--- config.mk ---
export PLATFORM = sky130hd
export DESIGN_NAME = hrc_port_resume
export DESIGN_NICKNAME = d
export VERILOG_FILES = /design/src/rtl/hrc_pkg.sv /design/src/rtl/hrc_line_watch.sv /design/src/rtl/hrc_tick_timer.sv /design/src/rtl/hrc_port_fsm.sv /design/src/rtl/hrc_port_resume.sv
export SDC_FILE = /design/constraint.sdc
export NUM_CORES = 1
export LEC_CHECK = 0
export ABC_AREA = 1
export BUFFER_PORTS_ARGS = -buffer_cell sky130_fd_sc_hd__buf_2
export CAP_MARGIN = 20
export CORE_MARGIN = 4
export CORE_UTILIZATION = 55
export DETAILED_ROUTE_END_ITERATION = 6
export PLACE_DENSITY = 0.84
export SYNTH_ARGS = -nofsm -noshare
export SYNTH_HDL_FRONTEND = slang
export SYNTH_SLANG_ARGS = --single-unit
--- constraint.sdc ---
create_clock -name clk -period 1.9 [get_ports clk]
set_input_delay 0.38 -clock clk [delete_from_list [all_inputs] [get_ports clk]]
set_output_delay 0.38 -clock clk [all_outputs]
set_load 0.02 [all_outputs]
--- src/rtl/hrc_pkg.sv ---
package hrc_pkg;

    typedef enum logic [1:0] {
        PV_FS_IDLE   = 2'b00,
        PV_HS_IDLE   = 2'b01,
        PV_SUSPENDED = 2'b10,
        PV_RESUMING  = 2'b11
    } port_view_e;

    typedef enum logic [1:0] {
        FSM_IDLE,
        FSM_SUSP,
        FSM_DRIVE_K,
        FSM_EOP
    } fsm_e;

    localparam logic [1:0] LINE_J = 2'b01;
    localparam logic [1:0] LINE_K = 2'b10;

    typedef struct packed {
        logic       resume;
        logic       drive_k;
        logic       drive_se0;
        port_view_e view;
    } port_drive_t;

    function automatic int timer_width(input int a, input int b);
        int m;
        m = (a > b) ? a : b;
        return $clog2(m + 1);
    endfunction

    function automatic logic is_timed(input fsm_e s);
        return (s == FSM_DRIVE_K) || (s == FSM_EOP);
    endfunction

endpackage

--- src/rtl/hrc_line_watch.sv ---
module hrc_line_watch
    import hrc_pkg::*;
(
    input  logic       clk,
    input  logic       rst,
    input  logic [1:0] line_i,
    output logic       wake_o
);
    logic [1:0] prev_q;

    always_ff @(posedge clk) begin
        if (rst) prev_q <= 2'b00;
        else     prev_q <= line_i;
    end

    assign wake_o = (prev_q == LINE_J) && (line_i == LINE_K);
endmodule

--- src/rtl/hrc_tick_timer.sv ---
module hrc_tick_timer #(
    parameter int CW = 8
) (
    input  logic          clk,
    input  logic          rst,
    input  logic          clr_i,
    input  logic          tick_i,
    input  logic [CW-1:0] limit_i,
    output logic          done_o
);
    logic [CW-1:0] cnt_q;
    logic          last;

    assign last   = (cnt_q == limit_i - CW'(1));
    assign done_o = !clr_i && tick_i && last;

    always_ff @(posedge clk) begin
        if (rst || clr_i)  cnt_q <= '0;
        else if (done_o)   cnt_q <= '0;
        else if (tick_i)   cnt_q <= cnt_q + CW'(1);
    end

    // the running count never passes the limit of the phase it times
    assert_cnt_in_range_R5: assert property (@(posedge clk) disable iff (rst)
        !clr_i |-> (cnt_q < limit_i));
endmodule

--- src/rtl/hrc_port_fsm.sv ---
module hrc_port_fsm
    import hrc_pkg::*;
#(
    parameter int RESUME_US = 20000,
    parameter int EOP_US    = 2,
    parameter int CW        = 15
) (
    input  logic          clk,
    input  logic          rst,
    input  logic          power_i,
    input  logic          run_stop_i,
    input  logic          hs_i,
    input  logic          suspend_req_i,
    input  logic          fpr_wr_i,
    input  logic          fpr_wdata_i,
    input  logic          pcd_clr_i,
    input  logic          wake_i,
    input  logic          done_i,
    output logic          tmr_clr_o,
    output logic [CW-1:0] limit_o,
    output port_drive_t   drv_o,
    output logic          pcd_o,
    output logic          late_err_o
);
    fsm_e st_q, st_d;
    logic hs_q;
    logic sw_resume;
    logic remote_wake;
    logic finish;

    assign sw_resume   = fpr_wr_i && fpr_wdata_i;
    assign remote_wake = power_i && (st_q == FSM_SUSP) && wake_i;
    assign finish      = power_i && (st_q == FSM_EOP) && done_i;

    always_comb begin
        st_d = st_q;
        if (!power_i) begin
            st_d = FSM_IDLE;
        end else begin
            case (st_q)
                FSM_IDLE:    if (suspend_req_i)           st_d = FSM_SUSP;
                FSM_SUSP:    if (wake_i || sw_resume)     st_d = FSM_DRIVE_K;
                FSM_DRIVE_K: if (done_i)                  st_d = FSM_EOP;
                FSM_EOP:     if (done_i)                  st_d = FSM_IDLE;
                default:                                  st_d = FSM_IDLE;
            endcase
        end
    end

    always_ff @(posedge clk) begin
        if (rst) st_q <= FSM_IDLE;
        else     st_q <= st_d;
    end

    // idle speed tracks the link while idle and freezes across suspend
    always_ff @(posedge clk) begin
        if (rst || !power_i)       hs_q <= 1'b0;
        else if (st_q == FSM_IDLE) hs_q <= hs_i;
    end

    always_ff @(posedge clk) begin
        if (rst)              pcd_o <= 1'b0;
        else if (remote_wake) pcd_o <= 1'b1;
        else if (pcd_clr_i)   pcd_o <= 1'b0;
    end

    always_ff @(posedge clk) begin
        if (rst)
            late_err_o <= 1'b0;
        else if (finish)
            late_err_o <= !run_stop_i;
        else if (power_i && (st_q == FSM_IDLE) && suspend_req_i)
            late_err_o <= 1'b0;
    end

    assign tmr_clr_o = !power_i || !is_timed(st_q);
    assign limit_o   = (st_q == FSM_EOP) ? CW'(EOP_US) : CW'(RESUME_US);

    always_comb begin
        drv_o.resume    = power_i && is_timed(st_q);
        drv_o.drive_k   = power_i && (st_q == FSM_DRIVE_K);
        drv_o.drive_se0 = power_i && (st_q == FSM_EOP);
        case (st_q)
            FSM_IDLE: drv_o.view = hs_q ? PV_HS_IDLE : PV_FS_IDLE;
            FSM_SUSP: drv_o.view = PV_SUSPENDED;
            default:  drv_o.view = PV_RESUMING;
        endcase
    end

    assert_remote_wake_R4: assert property (@(posedge clk) disable iff (rst)
        remote_wake |=> (pcd_o && drv_o.resume));

    assert_sw_no_change_R3: assert property (@(posedge clk) disable iff (rst)
        (power_i && st_q == FSM_SUSP && sw_resume && !wake_i && !pcd_o)
        |=> !pcd_o);

    assert_zero_write_R7: assert property (@(posedge clk) disable iff (rst)
        (power_i && st_q == FSM_SUSP && fpr_wr_i && !fpr_wdata_i && !wake_i)
        |=> (st_q == FSM_SUSP));

    assert_power_drop_R8: assert property (@(posedge clk) disable iff (rst)
        !power_i |=> (drv_o.view == PV_FS_IDLE));

    assert_late_flag_R9: assert property (@(posedge clk) disable iff (rst)
        (finish && !run_stop_i) |=> late_err_o);
endmodule

--- src/rtl/hrc_port_resume.sv ---
module hrc_port_resume
    import hrc_pkg::*;
#(
    parameter int RESUME_US = 20000,
    parameter int EOP_US    = 2
) (
    input  logic       clk,
    input  logic       rst,
    input  logic       us_tick,
    input  logic       port_power,
    input  logic       run_stop,
    input  logic       port_hs,
    input  logic [1:0] line_state,
    input  logic       suspend_req,
    input  logic       fpr_wr,
    input  logic       fpr_wdata,
    input  logic       pcd_clr,
    output logic       resume_bit,
    output logic       port_change,
    output logic       drive_k,
    output logic       drive_se0,
    output logic [1:0] port_view,
    output logic       late_sof_err
);
    localparam int CW = timer_width(RESUME_US, EOP_US);

    logic          wake;
    logic          tmr_clr;
    logic          tmr_done;
    logic [CW-1:0] tmr_limit;
    port_drive_t   drv;

    hrc_line_watch u_line (
        .clk    (clk),
        .rst    (rst),
        .line_i (line_state),
        .wake_o (wake)
    );

    hrc_tick_timer #(.CW(CW)) u_timer (
        .clk     (clk),
        .rst     (rst),
        .clr_i   (tmr_clr),
        .tick_i  (us_tick),
        .limit_i (tmr_limit),
        .done_o  (tmr_done)
    );

    hrc_port_fsm #(
        .RESUME_US (RESUME_US),
        .EOP_US    (EOP_US),
        .CW        (CW)
    ) u_fsm (
        .clk           (clk),
        .rst           (rst),
        .power_i       (port_power),
        .run_stop_i    (run_stop),
        .hs_i          (port_hs),
        .suspend_req_i (suspend_req),
        .fpr_wr_i      (fpr_wr),
        .fpr_wdata_i   (fpr_wdata),
        .pcd_clr_i     (pcd_clr),
        .wake_i        (wake),
        .done_i        (tmr_done),
        .tmr_clr_o     (tmr_clr),
        .limit_o       (tmr_limit),
        .drv_o         (drv),
        .pcd_o         (port_change),
        .late_err_o    (late_sof_err)
    );

    assign resume_bit = drv.resume;
    assign drive_k    = drv.drive_k;
    assign drive_se0  = drv.drive_se0;
    assign port_view  = drv.view;

    // K and SE0 are never driven together
    assert_single_drive_R5: assert property (@(posedge clk) disable iff (rst)
        !(drive_k && drive_se0));
endmodule

==> parameters.txt <==
Parameter                              Value

Status
  Result of the run    complete, no violations

Clock tree
  Clock transition at path regs    120 ps
  Inserted Clock Buffers    3
  Maximum number of buffers from clock root to sink    2
  Sinks on Clock Net    22
  Maximum level of the CTS H-tree    1
  Clock root buffer    sky130_fd_sc_hd__clkbuf_4
  Clk Latency, worst-skew pair    310 ps
  Total of cells resized after clock tree synthesis    0
  Number of buffers added for setup after CTS    0
  Clock tree from TritonCTS    yes
  Hold Buf Count CTS    0

Yosys
  Net count after synthesis    201
  Gate count of the mapped netlist    183
  Number of distinct library cell variants in the gate-level netlist after synthesis    26
  Dominant cell by count in the synthesized netlist    sky130_fd_sc_hd__nor2_1
  Sequential-to-total area share from yosys stat    between 30% and 40%
  Cell type contributing the most total cell area after synthesis    sky130_fd_sc_hd__dfxtp_1
  Flops & latches, synth    22
  Mapped Avg Cell Area    approximately 6.9 um^2
  Commonest cells in the synthesized netlist    39 x sky130_fd_sc_hd__nor2_1, 37 x sky130_fd_sc_hd__nand2_1, 24 x sky130_fd_sc_hd__inv_1, 22 x sky130_fd_sc_hd__dfxtp_1, 11 x sky130_fd_sc_hd__nand3_1
  Post-Synthesis Cell Area    0.001265 mm^2
  Asr flop ratio synth    0%
  Most area-consuming cells after synthesis    sky130_fd_sc_hd__dfxtp_1 35%, sky130_fd_sc_hd__nor2_1 12%, sky130_fd_sc_hd__nand2_1 11%
  Count of flip-flops with a built-in enable after synthesis    0
  Synth warnings    0
  Ys flop type    sky130_fd_sc_hd__dfxtp_1
  Share of the synthesized area in the top cell type    34.82%

Hold path
  Hold path cells    2
  Worst Hold Class    in2reg

GRT
  Grt met1 use    21.91%
  Routing usage on met2    29.22%
  Routing usage on met3    3.248%
  Antenna violations before repair    0
  Largest net degree at the start of global routing    16
  Total track usage    17.91%
  Via count of the first global-routing pass    1047
  Global-route wire length before repair    4491 um
  Leftover overflow at the end of global routing    0
  Busiest layer in global routing    met2

Power
  Worst vdd rail ir drop    ~0.5 mV
  Share of power burned in registers    59.5%
  Power dissipated by switching net loads    212.9 uW
  Internal    584.5 uW
  Clock network fraction of design power    roughly a quarter
  Switching fraction of total power    26.70%
  Combinational Power Share    between 10 and 15%
  Pwr/cell area    559.5 mW/mm^2
  Static leakage    0.6308 nW

Floorplanning
  Placement Rows    17
  Initial Utilization    between 50% and 60%
  Die W    55.96 um
  Die Footprint    0.003131 mm^2
  Die height    55.96 um
  Std-Cell Core Area    0.002191 mm^2
  I/O pin total    19

Worst setup path
  Cell type of the slowest stage on the worst timing path    sky130_fd_sc_hd__dfxtp_1
  Crit end category    primary output
  Worst reg-to-reg setup slack    250 ps
  Crit Path Max Fanout    4
  Worst Path Required    1520 ps
  Crit path launch type    register
  Crit path cell chain    inv_1 -> ha_1 -> nor2_1 -> nor2_2 -> buf_2
  Count of cells along the worst register-to-register path    12
  Data arrival at the endpoint of the critical path    1410 ps
  Worst Setup Path Type    reg2out
  Critical Path Max Stage Delay    390 ps

Placement
  Input/output buffers    18
  Cell area reported after detailed placement    0.001383 mm^2
  Global placement routability congestion    0.8748
  Post-DP HPWL    1970 um

Detailed routing
  Routed Wire Length    between 2000 and 3000 um
  Drt drc    0
  Number of optimization iterations in the first detailed-route pass    4
  Count of vias placed by the detailed router    roughly 1100
  Detailed-route vias per instance    4.931
  Post-route antenna net violation count    0
  Iteration-0 DRC Markers    28
  Average wire length per cell after detail routing    around 11 um

STA
  Fmax    559.9 MHz
  Min cycle time layout    1786 ps
  Worst relative slew slack    74.90%
  Number of hold violations in the final report    0
  Worst clock skew    between 8 and 9 ps
  Final number of max-transition violations    0
  Worst-Margin Slew    375.1 ps
  Crit share post-route    94.00%
  Final-layout setup total negative slack    0 ps
  Unrepaired setup endpoints after global routing    false
  Number of failing setup endpoints in the final timing report    0

Layout
  Share of final-layout standard cells stronger than drive strength 1    approximately 21%
  Antenna diode count    0
  Flip-flop and latch area    440.4 um^2
  Finished Cell Area    0.001425 mm^2
  Total area of multi-input combinational cells    739.5 um^2
  Number of nets in the final layout    223
  Area added between synthesis and finish    12.66%
  Number of fill cells in the layout    ~200

Job
  Max capacitance violation total    0
## power groups by stage
stage | registers, mW | clock network [mW] | logic [mW]
after global routing | 0.475 | 0.238 | 0.130
final | 0.474 | 0.208 | 0.116
after floorplan | 0.483 | 0 | 0.0740
after detailed placement | 0.484 | 0 | 0.112
after global placement | 0.484 | 0 | 0.107
after CTS | 0.474 | 0.217 | 0.113
## state kept, by name, indices dropped and copies added (netlist names)
signal and cells:
u_fsm.late_err_o 1, u_line.prev_q 2, u_timer.cnt_q 15, u_fsm.st_q 2
u_fsm.hs_q 1, u_fsm.pcd_o 1
## metal layers
metal	vias up	part of all wire, %
met4	0	2.3
met5	-	0
li1	607	-
met3	6	2.6
met1	514	47
met2	12	48
## final cells by class
class	instances	area share, %
multi-input cells	134	51.89
flip-flops and latches	22	30.90
inverters	26	6.848
repair buffers	18	6.321
well taps	28	2.458
clock buffers	3	1.580
## path summary, 6_finish.rpt
path | startpoint | to
setup / recovery | u_fsm.st_q[0]$_SDFFE_PP0P_ | resume_bit
hold / removal | rst | u_line.prev_q[0]$_SDFF_PP0_
setup reg to reg | u_fsm.st_q[0]$_SDFFE_PP0P_ | u_fsm.st_q[0]$_SDFFE_PP0P_
hold reg to reg | u_fsm.pcd_o$_SDFFE_PP0P_ | u_fsm.pcd_o$_SDFFE_PP0P_
## logic make-up (layout without fill, tap and decap cells)
family,after synthesis,count (layout),share of synthesized area [%]
adder cells (fa/ha/maj),6,6,5.935
buffers and inverters,27,47,8.309
AND/OR/NAND/NOR,111,111,42.04
AO/OA/AOI/OAI,10,10,4.055
flip-flops,22,22,34.82
XOR/XNOR,7,7,4.847
## per-stage QoR
step | cells | power [mW] | worst slack [ps] | hold slack [ps] | util (%)
2_1_floorplan | 183 | 0.5573 | 361.6 | 449.1 | -
3_3_place_gp | 228 | 0.5906 | 306.7 | 446.9 | 63.11
3_5_place_dp | 228 | 0.5966 | 161.6 | 464.1 | 63.11
4_1_cts | 231 | 0.8038 | 73.46 | 267.3 | 64.13
5_1_grt | 231 | 0.8431 | 30.99 | 265.5 | 65.05
6_report | 231 | 0.7973 | 113.9 | 277.0 | 65.05
## cells in the final DEF (no fill, tap or decap), types with 4 or more instances in the layout
cell	netlist	layout
sky130_fd_sc_hd__nand2_2	6	6
sky130_fd_sc_hd__nand3_1	11	11
sky130_fd_sc_hd__nor2_1	39	38
sky130_fd_sc_hd__inv_1	24	24
sky130_fd_sc_hd__ha_1	6	4
sky130_fd_sc_hd__nand2_1	37	37
sky130_fd_sc_hd__xor2_1	4	4
sky130_fd_sc_hd__dfxtp_1	22	22
sky130_fd_sc_hd__a21oi_1	6	6
sky130_fd_sc_hd__buf_2	0	18
sky130_fd_sc_hd__nor2_2	3	4
## worst max-delay path, delay by kind of cell, from the launching register on
kind | cells | cell delay, ps
flops | 1 | 390
fa+ha+maj | 1 | 240
simple gates | 2 | 200
buf+inv | 2 | 260
Note: power is estimated with default switching activity, not from simulation.
